--- config.mk ---
export PLATFORM = sky130hd
export DESIGN_NAME = mbox_irq_mask
export DESIGN_NICKNAME = d
export VERILOG_FILES = /design/src/rtl/mbox_irq_pkg.sv /design/src/rtl/mbox_irq_ctrl.sv /design/src/rtl/mbox_irq_dp.sv /design/src/rtl/mbox_irq_mask.sv
export SDC_FILE = /design/constraint.sdc
export NUM_CORES = 1
export LEC_CHECK = 0
export BUFFER_PORTS_ARGS = -buffer_cell sky130_fd_sc_hd__buf_2
export CORE_MARGIN = 2
export CORE_UTILIZATION = 39
export CTS_CLUSTER_SIZE = 16
export DETAILED_ROUTE_END_ITERATION = 8
export PLACE_DENSITY = 0.81
export SLEW_MARGIN = 20
export SYNTH_ARGS = -nofsm -noshare
export SYNTH_HDL_FRONTEND = slang
export SYNTH_SLANG_ARGS = --single-unit
--- constraint.sdc ---
create_clock -name clk -period 3.4 [get_ports clk]
set_input_delay 0.17 -clock clk [delete_from_list [all_inputs] [get_ports clk]]
set_output_delay 0.17 -clock clk [all_outputs]
set_load 0.02 [all_outputs]
--- src/rtl/mbox_irq_pkg.sv ---
package mbox_irq_pkg;
  // Strobes the bus decode hands to the datapath.
  typedef struct packed {
    logic maskWe;  // load the mask register this cycle
    logic maskRe;  // drive the mask onto the read data
  } busStrobeT;
endpackage

--- src/rtl/mbox_irq_ctrl.sv ---
module mbox_irq_ctrl
  import mbox_irq_pkg::*;
#(
  parameter int ADDR_W = 14,
  parameter logic [ADDR_W-1:0] MASK_ADDR = 14'h3FE8
) (
  input  logic [ADDR_W-1:0] busAddr,
  input  logic              busWrEn,
  input  logic              busRdEn,
  output busStrobeT         strobes
);
  logic addrHit;

  // only the mask address selects the register
  always_comb begin
    addrHit = (busAddr == MASK_ADDR);
    strobes.maskWe = busWrEn && addrHit;
    strobes.maskRe = busRdEn && addrHit;
  end
endmodule

--- src/rtl/mbox_irq_dp.sv ---
module mbox_irq_dp
  import mbox_irq_pkg::*;
#(
  parameter int NUM_REGS = 3,
  localparam int MASK_W = 2 * NUM_REGS
) (
  input  logic                clk,
  input  logic                rstN,
  input  busStrobeT           strobes,
  input  logic [MASK_W-1:0]   busWrData,
  output logic [MASK_W-1:0]   busRdData,
  input  logic [NUM_REGS-1:0] hostWrDone,
  input  logic [NUM_REGS-1:0] hostRdDone,
  input  logic [NUM_REGS-1:0] procWrOut,
  input  logic [NUM_REGS-1:0] procRdIn,
  input  logic                globalRdEn,
  input  logic                globalWrEn,
  output logic                rdIrq,
  output logic                wrIrq
);
  logic [MASK_W-1:0]   maskReg;
  logic [NUM_REGS-1:0] wrPend;
  logic [NUM_REGS-1:0] rdReady;
  logic [NUM_REGS-1:0] wrEnMask;
  logic [NUM_REGS-1:0] rdEnMask;

  // mask register, fully masked out of reset
  always_ff @(posedge clk) begin
    if (!rstN)                maskReg <= '0;
    else if (strobes.maskWe)  maskReg <= busWrData;
  end

  assign wrEnMask  = maskReg[NUM_REGS-1:0];
  assign rdEnMask  = maskReg[MASK_W-1:NUM_REGS];
  assign busRdData = strobes.maskRe ? maskReg : '0;

  for (genvar i = 0; i < NUM_REGS; i++) begin : g_reg
    // latched write event, a new host write wins a tie
    always_ff @(posedge clk) begin
      if (!rstN)              wrPend[i] <= 1'b0;
      else if (hostWrDone[i]) wrPend[i] <= 1'b1;
      else if (procRdIn[i])   wrPend[i] <= 1'b0;
    end

    // outgoing side empty; new processor data wins a tie
    always_ff @(posedge clk) begin
      if (!rstN)              rdReady[i] <= 1'b1;
      else if (procWrOut[i])  rdReady[i] <= 1'b0;
      else if (hostRdDone[i]) rdReady[i] <= 1'b1;
    end

    p_wr_set_r3: assert property (@(posedge clk) disable iff (!rstN)
      hostWrDone[i] |=> wrPend[i]);
    p_wr_clear_r4: assert property (@(posedge clk) disable iff (!rstN)
      (procRdIn[i] && !hostWrDone[i]) |=> !wrPend[i]);
    p_rd_clear_r5: assert property (@(posedge clk) disable iff (!rstN)
      procWrOut[i] |=> !rdReady[i]);
    p_rd_set_r5: assert property (@(posedge clk) disable iff (!rstN)
      (hostRdDone[i] && !procWrOut[i]) |=> rdReady[i]);
    // masking never changes the event state
    p_wr_keep_r8: assert property (@(posedge clk) disable iff (!rstN)
      (wrPend[i] && !procRdIn[i]) |=> wrPend[i]);
  end

  // two-level gating and OR reduction
  assign wrIrq = globalWrEn && |(wrPend & wrEnMask);
  assign rdIrq = globalRdEn && |(rdReady & rdEnMask);

  p_mask_hold_r7: assert property (@(posedge clk) disable iff (!rstN)
    !strobes.maskWe |=> $stable(maskReg));
  p_mask_load_r7: assert property (@(posedge clk) disable iff (!rstN)
    strobes.maskWe |=> (maskReg == $past(busWrData)));
  p_wr_class_r1: assert property (@(posedge clk) disable iff (!rstN)
    wrIrq |-> (globalWrEn && wrPend != '0));
  p_rd_class_r2: assert property (@(posedge clk) disable iff (!rstN)
    rdIrq |-> (globalRdEn && rdReady != '0));
endmodule

--- src/rtl/mbox_irq_mask.sv ---
module mbox_irq_mask
  import mbox_irq_pkg::*;
#(
  parameter int NUM_REGS = 3,
  parameter int ADDR_W = 14,
  parameter logic [ADDR_W-1:0] MASK_ADDR = 14'h3FE8,
  localparam int MASK_W = 2 * NUM_REGS
) (
  input  logic                clk,
  input  logic                rstN,
  input  logic [NUM_REGS-1:0] hostWrDone,
  input  logic [NUM_REGS-1:0] hostRdDone,
  input  logic [NUM_REGS-1:0] procWrOut,
  input  logic [NUM_REGS-1:0] procRdIn,
  input  logic                globalRdEn,
  input  logic                globalWrEn,
  input  logic [ADDR_W-1:0]   busAddr,
  input  logic                busWrEn,
  input  logic [MASK_W-1:0]   busWrData,
  input  logic                busRdEn,
  output logic [MASK_W-1:0]   busRdData,
  output logic                rdIrq,
  output logic                wrIrq
);
  busStrobeT strobes;

  mbox_irq_ctrl #(.ADDR_W(ADDR_W), .MASK_ADDR(MASK_ADDR)) u_ctrl (
    .busAddr (busAddr),
    .busWrEn (busWrEn),
    .busRdEn (busRdEn),
    .strobes (strobes)
  );

  mbox_irq_dp #(.NUM_REGS(NUM_REGS)) u_dp (
    .clk        (clk),
    .rstN       (rstN),
    .strobes    (strobes),
    .busWrData  (busWrData),
    .busRdData  (busRdData),
    .hostWrDone (hostWrDone),
    .hostRdDone (hostRdDone),
    .procWrOut  (procWrOut),
    .procRdIn   (procRdIn),
    .globalRdEn (globalRdEn),
    .globalWrEn (globalWrEn),
    .rdIrq      (rdIrq),
    .wrIrq      (wrIrq)
  );
endmodule

==> results of run 1 <==
[cells by family (layout without fill, tap and decap cells)]
kind of cell | Yosys count | in the layout | synth area share (%)
compound gates | 8 | 8 | 10.3
buf+inv | 2 | 49 | 1.35
flops | 12 | 12 | 43.1
mux | 6 | 6 | 10.8
simple gates | 33 | 33 | 34.4
[where the power goes]
group	switching (mW)	total, mW	internal [mW]
combinational	0.0123	0.0326	0.0204
sequential	0.00236	0.147	0.145
clock	0.0479	0.113	0.0651
total	0.0625	0.293	0.231
[registers in the layout, indices dropped and copies added (netlist names)]
signal        flops
u_dp.maskReg      6
u_dp.rdReady      3
u_dp.wrPend       3
[how the worst max path moves through the flow]
stage	to	slack, ps
finish	busRdData[3]	1370
global route	busRdData[3]	1220
CTS	busRdData[3]	1350
detailed placement	busRdData[3]	1350
global placement	busRdData[3]	1410
floorplan	busRdData[0]	1750
[metrics by stage]
step / instance area, µm² / hold slack [ps] / utilization (%) / setup WS, ps
2_1_floorplan: 557 / 281 / - / 1750
3_3_place_gp: 793 / 361 / 60.2 / 1410
3_5_place_dp: 793 / 371 / 60.2 / 1350
4_1_cts: 830 / 72.6 / 63.0 / 1350
5_1_grt: 830 / 81.5 / 63.0 / 1220
6_report: 830 / 83.0 / 63.0 / 1370
[placed cells by master, fill, tap and decap left out]
cell type,count
nand4_1,1
nor2b_1,5
nand4b_1,1
a222oi_1,2
clkbuf_4,3
o21ai_0,3
or4b_4,1
nor4_4,1
o21a_1,3
mux2i_1,6
nand2_1,12
nand3_1,2
clkbuf_8,1
dfxtp_1,12
nor2_1,3
nor4_1,1
buf_2,45
and2_1,6
[layout make-up]
class	instances	area, µm²
timing repair buffer	45	225
fill	129	488
clock buffer	4	36.3
sequential	12	240
multi-input combinational	47	309
tap	15	18.8
[layer usage]
layer / track usage, % / wire length [µm] / vias up
li1: - / - / 309
met1: 15.1 / 478 / 273
met3: 7.83 / 178 / 2
met5: 0 / 0 / -
met4: 7.74 / 21 / 0
met2: 27.2 / 622 / 35
[critical path: stages]
cell,delay [ps]
buf_2,90
or4b_4,550
nor4_1,670
and2_1,220
buf_2,160
==> results.py, run 1 <==
metrics = {
    "worst_setup_path": {
        "path_class": "input port to output pin",
        "r2r_slack_ps": 2700,
        "reg2reg_to": "u_dp.wrPend[0]$_SDFFE_PN0P_",
        "timing.rr.start": "u_dp.wrPend[0]$_SDFFE_PN0P_",
        "crit_start": "busAddr[2]",
        "worst_setup_path_start_kind": "input port",
        "required_ps": 3230,
        "end_kind": "output pin",
        "ff2ff_path_depth": 2,
        "crit_fanout": 6,
        "arrival_ps": 1860,
    },
    "synthesis": {
        "synth_area_um2": 557,
        "ys_types": 16,
        "synth-warning-count": 0,
        "synthesis.nets": 99,
        "yosysTopAreaCell": "dfxtp_1",
        "ys_top_cells_by_count": "dfxtp_1 (12), nand2_1 (12), and2_1 (6), mux2i_1 (6), nor2b_1 (5)",
        "synth_area_per_cell_um2": 9.13,
        "synth_area_leaders": "dfxtp_1 (43%), mux2i_1 (11%), nand2_1 (8.1%)",
        "yosysTopAreaCellShare_pct": 43.1,
        "syn_inst": 61,
        "synth-seq-cells": 12,
        "synth_ff_type": "dfxtp_1",
        "synthArstFlopShare_pct": 0,
        "synth_edf_count": 0,
        "seq_area_frac_synth_pct": 43.1,
    },
    "timing": {
        "rsz0062_at_grt": "no",
        "tightest_slew_ps": 728,
        "slew_headroom_pct": 51.0,
        "fmax_mhz": 492,
        "min_period_ps": 2030,
        "finClkSkew_ps": 0,
        "setup_tns_ps": 0,
        "setup_violations": 0,
        "hold_viol": 0,
        "period_share_pct": 59.8,
        "maxSlewViolCount": 0,
    },
    "cts": {
        "htreeDepth": 1,
        "cts.reportedPaths.clkPinSlew_ps": 70,
        "cts_buffers": 3,
        "postCtsHoldBufs": 0,
        "cts.path.max_buffers": 2,
        "cts-resized-gates": 0,
        "cts_root_buf": "clkbuf_4",
        "cts.sinks": 12,
        "cts_tree": "built",
        "post_cts_buffers": 0,
        "worst_skew_pair.late_latency_ps": 280,
    },
    "flow_run": {
        "cap_violations": 0,
    },
    "placed_design": {
        "hpwlAfterDp_um": 1080,
        "place.gp.congestion": 0.684,
        "placed_cells": 119,
        "io_buffer_count": 45,
    },
    "route": {
        "drt-total-wl_um": 1300,
        "route.detailed.wl_per_inst_um": 10.6,
        "vias_per_cell": 5.03,
        "drc": 0,
        "num_vias": 619,
        "firstDrtPassIters": 4,
        "detail_route.iter0.violations": 6,
        "ant_nets": 0,
    },
    "min_path": {
        "hp-class": "input port to flip-flop",
        "holdPathStages": 2,
        "hold_end": "u_dp.rdReady[2]$_SDFFE_PN1P_",
        "hp-start": "procWrOut[2]",
    },
    "die": {
        "fp.dieW_um": 41.8,
        "start_util_pct": 42.3,
        "dieArea_mm2": 0.00175,
        "row_count": 13,
        "io_pins": 46,
        "core_mm2": 0.00132,
        "die_h_um": 41.8,
    },
    "global_route": {
        "grt_max_degree": 19,
        "grtUsageTotal_pct": 15.6,
        "antenna_found_initial": 0,
        "grt_pass1_wl_um": 2130,
        "grt_pass1_vias": 574,
        "grt-ovfl-total": 0,
    },
    "power_and_ir_drop": {
        "power_density_mw_per_mm2": 353,
        "p_total_mw": 0.293,
        "power.leakage_nw": 0.403,
        "ir_drop_mv": 0.220,
    },
    "finish": {
        "n_antenna_cell": 0,
        "drive_gt1_share_pct": 47.2,
        "syn_to_final_growth_pct": 49.0,
        "layoutNonFillerInstCount": 123,
        "finalNetCount": 147,
    },
    "outcome": {
        "status": "finished, final reports clean",
    },
}
Note: power is estimated with default switching activity, not from simulation.
==> inputs of run 2 (changes only) <==
--- a/config.mk
+++ b/config.mk
@@ -5,12 +5,13 @@
 export SDC_FILE = /design/constraint.sdc
 export NUM_CORES = 1
 export LEC_CHECK = 0
+export ABC_AREA = 1
 export BUFFER_PORTS_ARGS = -buffer_cell sky130_fd_sc_hd__buf_2
 export CORE_MARGIN = 2
-export CORE_UTILIZATION = 39
+export CORE_UTILIZATION = 40
 export CTS_CLUSTER_SIZE = 16
 export DETAILED_ROUTE_END_ITERATION = 8
-export PLACE_DENSITY = 0.81
+export PLACE_DENSITY = 0.77
 export SLEW_MARGIN = 20
 export SYNTH_ARGS = -nofsm -noshare
 export SYNTH_HDL_FRONTEND = slang
==> constraint.sdc (replaced) <==
create_clock -name clk -period 2 [get_ports clk]
set_input_delay 0.1 -clock clk [delete_from_list [all_inputs] [get_ports clk]]
set_output_delay 0.1 -clock clk [all_outputs]
set_load 0.02 [all_outputs]
==> run 2 against run 1 <==
Compared with the run above:
- clock power increased by 64%
- sequential power increased by 70%
- non-clock buffer count unchanged
- power increased by 72%
- sequential share of layout area decreased by 4.2 points
- first-iteration DRC count decreased by 17%
- largest cell class unchanged
==> results.py, run 2 <==
metrics = {
    "synthesis": {
        "synth_area_per_cell_um2": 6.22,
        "synth-warning-count": 0,
        "synth_xor_area_share_pct": 0,
        "yosysTopAreaCell": "dfxtp_1",
        "yosys.area_share.simple_pct": 45.1,
        "synth-seq-cells": 12,
        "synthMuxAreaShare_pct": 0,
        "synth_area_um2": 691,
        "ys_top_cells_by_count": "inv_1 (28), nand2_1 (24), nor2_1 (21)",
        "synth_fa_ha_area_share_pct": 0,
        "seq_area_frac_synth_pct": 34.8,
        "synthesis.nets": 149,
        "syn_inst": 111,
        "synth-compound-area-share_pct": 4.35,
        "yosysTopAreaCellShare_pct": 34.8,
        "synthMostInstantiatedCell": "inv_1",
        "ys_types": 16,
        "synth_ff_type": "dfxtp_1",
        "synth_top_family_by_area": "simple AND/OR/NAND/NOR gates",
        "synth_area_leaders": "dfxtp_1 (35%), inv_1 (15%), nand2_1 (13%)",
        "synthArstFlopShare_pct": 0,
        "synth_edf_count": 0,
    },
    "power_and_ir_drop": {
        "power_density_mw_per_mm2": 519,
        "ir_drop_mv": 0.224,
        "p_int_mw": 0.393,
        "power.leakage_nw": 0.556,
        "p_total_mw": 0.503,
        "p_clk_share_pct": 36.8,
        "combPwrFrac_pct": 13.5,
        "swShare_pct": 22.0,
        "power_switching_mw": 0.110,
        "seq_power_share_pct": 49.7,
    },
    "die": {
        "fp.dieW_um": 45.6,
        "start_util_pct": 41.3,
        "core_mm2": 0.00167,
        "dieArea_mm2": 0.00208,
        "io_pins": 46,
        "die_h_um": 45.6,
        "row_count": 15,
    },
    "global_route": {
        "grt_max_degree": 11,
        "grt_pass1_vias": 648,
        "grt_pass1_wl_um": 2330,
        "antenna_found_initial": 0,
        "grt-ovfl-total": 0,
        "grtUsageTotal_pct": 15.6,
    },
    "route": {
        "detail_route.iter0.violations": 5,
        "drc": 0,
        "route.detailed.wl_per_inst_um": 8.60,
        "ant_nets": 0,
        "drt-total-wl_um": 1510,
        "firstDrtPassIters": 4,
        "num_vias": 809,
        "vias_per_cell": 4.60,
    },
    "placed_design": {
        "io_buffer_count": 45,
        "place.gp.congestion": 0.758,
        "hpwlAfterDp_um": 1310,
    },
    "worst_setup_path": {
        "timing.rr.start": "u_dp.maskReg[1]$_SDFFE_PN0P_",
        "arrival_ps": 1020,
        "worstSetupEndpoint": "busRdData[5]",
        "worst_setup_path_start_kind": "input port",
        "required_ps": 1900,
        "reg2reg_to": "u_dp.maskReg[1]$_SDFFE_PN0P_",
        "path_class": "input port to output pin",
        "cpMostUsedCell": "nor2_1",
        "crit_fanout": 6,
        "r2r_slack_ps": 1370,
        "crit_start": "busAddr[1]",
        "slowest_delay_ps": 220,
        "ff2ff_path_depth": 4,
        "end_kind": "output pin",
        "worstPathCellList": "buf_2 -> nor2_1 -> nand3b_1 -> nor2_1 -> nand3_1 -> nor2_1 -> buf_2",
        "critPathSlowestCell": "nand3_1",
    },
    "flow_run": {
        "cap_violations": 0,
    },
    "cts": {
        "cts_root_buf": "clkbuf_4",
        "post_cts_buffers": 0,
        "worst_skew_pair.late_latency_ps": 260,
        "htreeDepth": 1,
        "cts.sinks": 12,
        "cts.reportedPaths.clkPinSlew_ps": 70,
        "cts.path.max_buffers": 2,
        "cts_buffers": 3,
        "cts_tree": "built",
        "cts-resized-gates": 0,
        "postCtsHoldBufs": 0,
    },
    "timing": {
        "tightest_slew_ps": 268,
        "finClkSkew_ps": 0,
        "rsz0062_at_grt": "no",
        "setup_tns_ps": 0,
        "fmax_mhz": 894,
        "hold_viol": 0,
        "min_period_ps": 1120,
        "maxSlewViolCount": 0,
        "slew_headroom_pct": 82.1,
        "holdWs_ps": 22.3,
        "setup_violations": 0,
        "period_share_pct": 56.0,
    },
    "min_path": {
        "hp-class": "input port to flip-flop",
    },
    "finish": {
        "reg_top3": "u_dp.maskReg x6, u_dp.rdReady x3, u_dp.wrPend x3",
        "largest_reg_flops": 6,
        "n_antenna_cell": 0,
        "final_cell_mix": "buf_2 (45), inv_1 (28), nand2_1 (24), nor2_1 (21), dfxtp_1 (12)",
        "drive_gt1_share_pct": 34.6,
        "regArea_um2": 240,
        "final_common_cell": "buf_2",
        "n_fill_cell": 169,
        "top_register": "u_dp.maskReg",
        "finalNetCount": 198,
        "syn_to_final_growth_pct": 40.4,
        "multi_input_area_um2": 342,
    },
    "outcome": {
        "status": "finished, final reports clean",
    },
}
## run 2: worst min path at each step
| stage | startpoint | end | cells after the start |
|---|---|---|---|
| 2_1_floorplan | procWrOut[0] | u_dp.rdReady[0]$_SDFFE_PN1P_ | 1 |
| 3_3_place_gp | procWrOut[0] | u_dp.rdReady[0]$_SDFFE_PN1P_ | 2 |
| 3_5_place_dp | procWrOut[0] | u_dp.rdReady[0]$_SDFFE_PN1P_ | 2 |
| 4_1_cts | procWrOut[0] | u_dp.rdReady[0]$_SDFFE_PN1P_ | 2 |
| 5_1_grt | procWrOut[0] | u_dp.rdReady[0]$_SDFFE_PN1P_ | 2 |
| 6_report | procWrOut[0] | u_dp.rdReady[0]$_SDFFE_PN1P_ | 2 |
## run 2: metrics by stage
step                instances  util [%]  setup WS, ps  instance area [µm²]
CTS                       176      58.1           867                  970
detailed placement        172      55.9           871                  933
floorplan                 111         -          1090                  691
global route              176      58.1           675                  970
global placement          172      55.9           878                  933
finish                    176      58.1           881                  970
## run 2: final cells by class
cell class                      instances  share of cell area (%)
Timing Repair Buffer                   45                    23.2
Tap cell                               17                    2.19
Clock buffer                            4                    3.74
Sequential cell                        12                    24.8
Multi-Input combinational cell         70                    35.2
Inverter                               28                    10.8
## run 2: routing by layer
layer / global-route usage (%) / vias to the layer above / share of wire [%] / wire length [µm]
li1: - / 432 / - / -
met4: 10.0 / 0 / 0.92 / 14
met1: 17.5 / 340 / 47 / 707
met5: 0 / - / 0 / 0
met3: 3.57 / 2 / 7.7 / 117
met2: 25.9 / 35 / 45 / 674
## run 2: power groups by stage
stage          registers [mW]  logic [mW]  clock network [mW]
2_1_floorplan           0.255      0.0244                   0
3_3_place_gp            0.256      0.0656                   0
3_5_place_dp            0.256      0.0684                   0
4_1_cts                 0.251      0.0686               0.193
5_1_grt                 0.251      0.0772               0.205
6_report                0.250      0.0677               0.185
## run 2: critical path: cells and delay by family
family	cells	cell delay (ps)
and+or+nand+nor	5	640
buffers and inverters	2	280
## run 2: cells by family (layout without fill, tap and decap cells)
| logic type | Yosys count | in the layout |
|---|---|---|
| AND/OR/NAND/NOR | 64 | 64 |
| flip-flops | 12 | 12 |
| AO/OA/AOI/OAI | 6 | 6 |
| buffers and inverters | 29 | 77 |
==> inputs of run 3 (changes only) <==
==> constraint.sdc (replaced) <==
create_clock -name clk -period 1.1 [get_ports clk]
set_input_delay 0.055 -clock clk [delete_from_list [all_inputs] [get_ports clk]]
set_output_delay 0.055 -clock clk [all_outputs]
set_load 0.02 [all_outputs]
==> run 3 against run 2 <==
Compared with the run above:
- global-route usage rose by 1.2 points
- via count up 4.1%
- utilization grew 4.3 points
- clock skew is the same
- combinational power up 110%
- power is 86% higher
- count of clock-buffer cells in the layout did not move
- worst hold slack gained 12 ps
- critical endpoint is now wrIrq
- clock power is 83% higher
==> results.py, run 3 (synthesized netlist as in run 2, its figures left out) <==
metrics = {
    "finish": {
        "reg_top3": "u_dp.maskReg x6, u_dp.rdReady x3, u_dp.wrPend x3",
        "utilization_pct": 62.4,
        "syn_to_final_growth_pct": 50.9,
        "stdcell_area_mm2": 0.00104,
        "n_antenna_cell": 0,
        "final_common_cell": "buf_2",
        "n_fill_cell": 162,
        "layoutNonFillerInstCount": 182,
        "finalNetCount": 204,
        "final_cell_mix": "buf_2 (44), inv_1 (28), nand2_1 (24), nor2_1 (21), dfxtp_1 (12)",
        "top_register": "u_dp.maskReg",
        "largest_reg_flops": 6,
        "drive_gt1_share_pct": 34.5,
    },
    "timing": {
        "rsz0062_at_grt": "yes",
        "layout_setup_ws_ps": 77.1,
        "maxSlewViolCount": 0,
        "setup_violations": 0,
        "fmax_mhz": 978,
        "slew_headroom_pct": 87.1,
        "min_period_ps": 1020,
        "period_share_pct": 93.0,
        "tightest_slew_ps": 193,
        "finClkSkew_ps": 0,
        "hold_viol": 0,
    },
    "die": {
        "core_mm2": 0.00167,
        "fp.dieW_um": 45.6,
        "io_pins": 46,
        "dieArea_mm2": 0.00208,
        "die_h_um": 45.6,
        "start_util_pct": 41.3,
        "row_count": 15,
    },
    "outcome": {
        "status": "finished, final reports clean",
    },
    "worst_setup_path": {
        "worst_setup_path_start_kind": "flip-flop",
        "arrival_ps": 970,
        "end_kind": "output pin",
        "required_ps": 1040,
        "crit_fanout": 2,
        "path_class": "flip-flop to output pin",
    },
    "global_route": {
        "grt-ovfl-total": 0,
        "grt_pass1_wl_um": 2500,
        "grt_pass1_vias": 700,
        "grt_max_degree": 11,
        "antenna_found_initial": 0,
        "grtUsageTotal_pct": 16.8,
    },
    "cts": {
        "worst_skew_pair.late_latency_ps": 260,
        "cts.sinks": 12,
        "cts.path.max_buffers": 2,
        "htreeDepth": 1,
        "cts_root_buf": "clkbuf_4",
        "cts_buffers": 3,
        "cts.reportedPaths.clkPinSlew_ps": 80,
        "cts_tree": "built",
    },
    "route": {
        "route.detailed.wl_per_inst_um": 9.32,
        "num_vias": 842,
        "drt-total-wl_um": 1700,
        "ant_nets": 0,
        "firstDrtPassIters": 4,
        "detail_route.iter0.violations": 5,
        "vias_per_cell": 4.63,
        "drc": 0,
    },
    "placed_design": {
        "dp_slack_ps": 60.5,
        "io_buffer_count": 45,
        "placed_cells": 172,
        "dpl_cell_area_um2": 933,
        "hpwlAfterDp_um": 1310,
        "place.gp.congestion": 0.758,
    },
    "power_and_ir_drop": {
        "ir_drop_mv": 0.411,
        "power_density_mw_per_mm2": 898,
        "power.leakage_nw": 0.582,
    },
    "min_path": {
        "hp-class": "input port to flip-flop",
    },
    "flow_run": {
        "cap_violations": 0,
    },
}
==> run 3: cell types whose count changed in the layout (fill, tap and decap cells not counted), sizes merged <==
cell	delta
dlygate4sd3	+6
==> run 3: critical path, stage by stage (launching register included) <==
cell and delay, ps:
dfxtp_1 340, nand2_1 50, nand3_1 70, nand2_1 50, inv_1 40, buf_2 150
==> run 3: area by class of cell <==
class | instances | area (µm²) | share of cell area, %
Timing Repair Buffer | 51 | 288 | 27.6
Tap cell | 17 | 21.3 | 2.04
Sequential cell | 12 | 240 | 23.0
Multi-Input combinational cell | 70 | 352 | 33.7
Inverter | 28 | 105 | 10.1
Clock buffer | 4 | 36.3 | 3.48
==> run 3: path summary, 6_finish.rpt <==
kind | startpoint | endpoint | slack (ps) | cells past startpoint
worst max register to register | u_dp.maskReg[1]$_SDFFE_PN0P_ | u_dp.maskReg[1]$_SDFFE_PN0P_ | 470 | 4
worst min-delay path | hostRdDone[0] | u_dp.rdReady[0]$_SDFFE_PN1P_ | 30 | 3
worst min register to register | u_dp.wrPend[2]$_SDFFE_PN0P_ | u_dp.wrPend[2]$_SDFFE_PN0P_ | 490 | 2
worst max-delay path | u_dp.maskReg[1]$_SDFFE_PN0P_ | wrIrq | 80 | 5
==> run 3: per-layer routing <==
layer	GRT usage, %	vias up	wire length [µm]
met2	28.7	39	807
met3	3.57	6	121
met4	12.4	0	55
met5	0	-	0
met1	17.8	353	712
li1	-	444	-
==> run 3: power breakdown <==
group	switching [mW]	total, mW	internal (mW)
combinational	0.0635	0.143	0.0792
sequential	0.00672	0.455	0.449
clock	0.138	0.338	0.201
==> run 3: what timing repair did <==
item,4_1_cts,5_1_grt
endpoints found under the setup margin,0,6
hold endpoints to repair,6,0
buffers inserted,0,0
resized for setup,0,3
hold buffers,6,0
==> run 3: stage by stage <==
step                TNS [ps]  total power [mW]  hold WS (ps)
finish                     0             0.936          33.9
global route           -21.4             0.990          40.3
CTS                        0             0.947          29.9
detailed placement         0             0.590           260
global placement           0             0.585           254
floorplan                  0             0.508           166
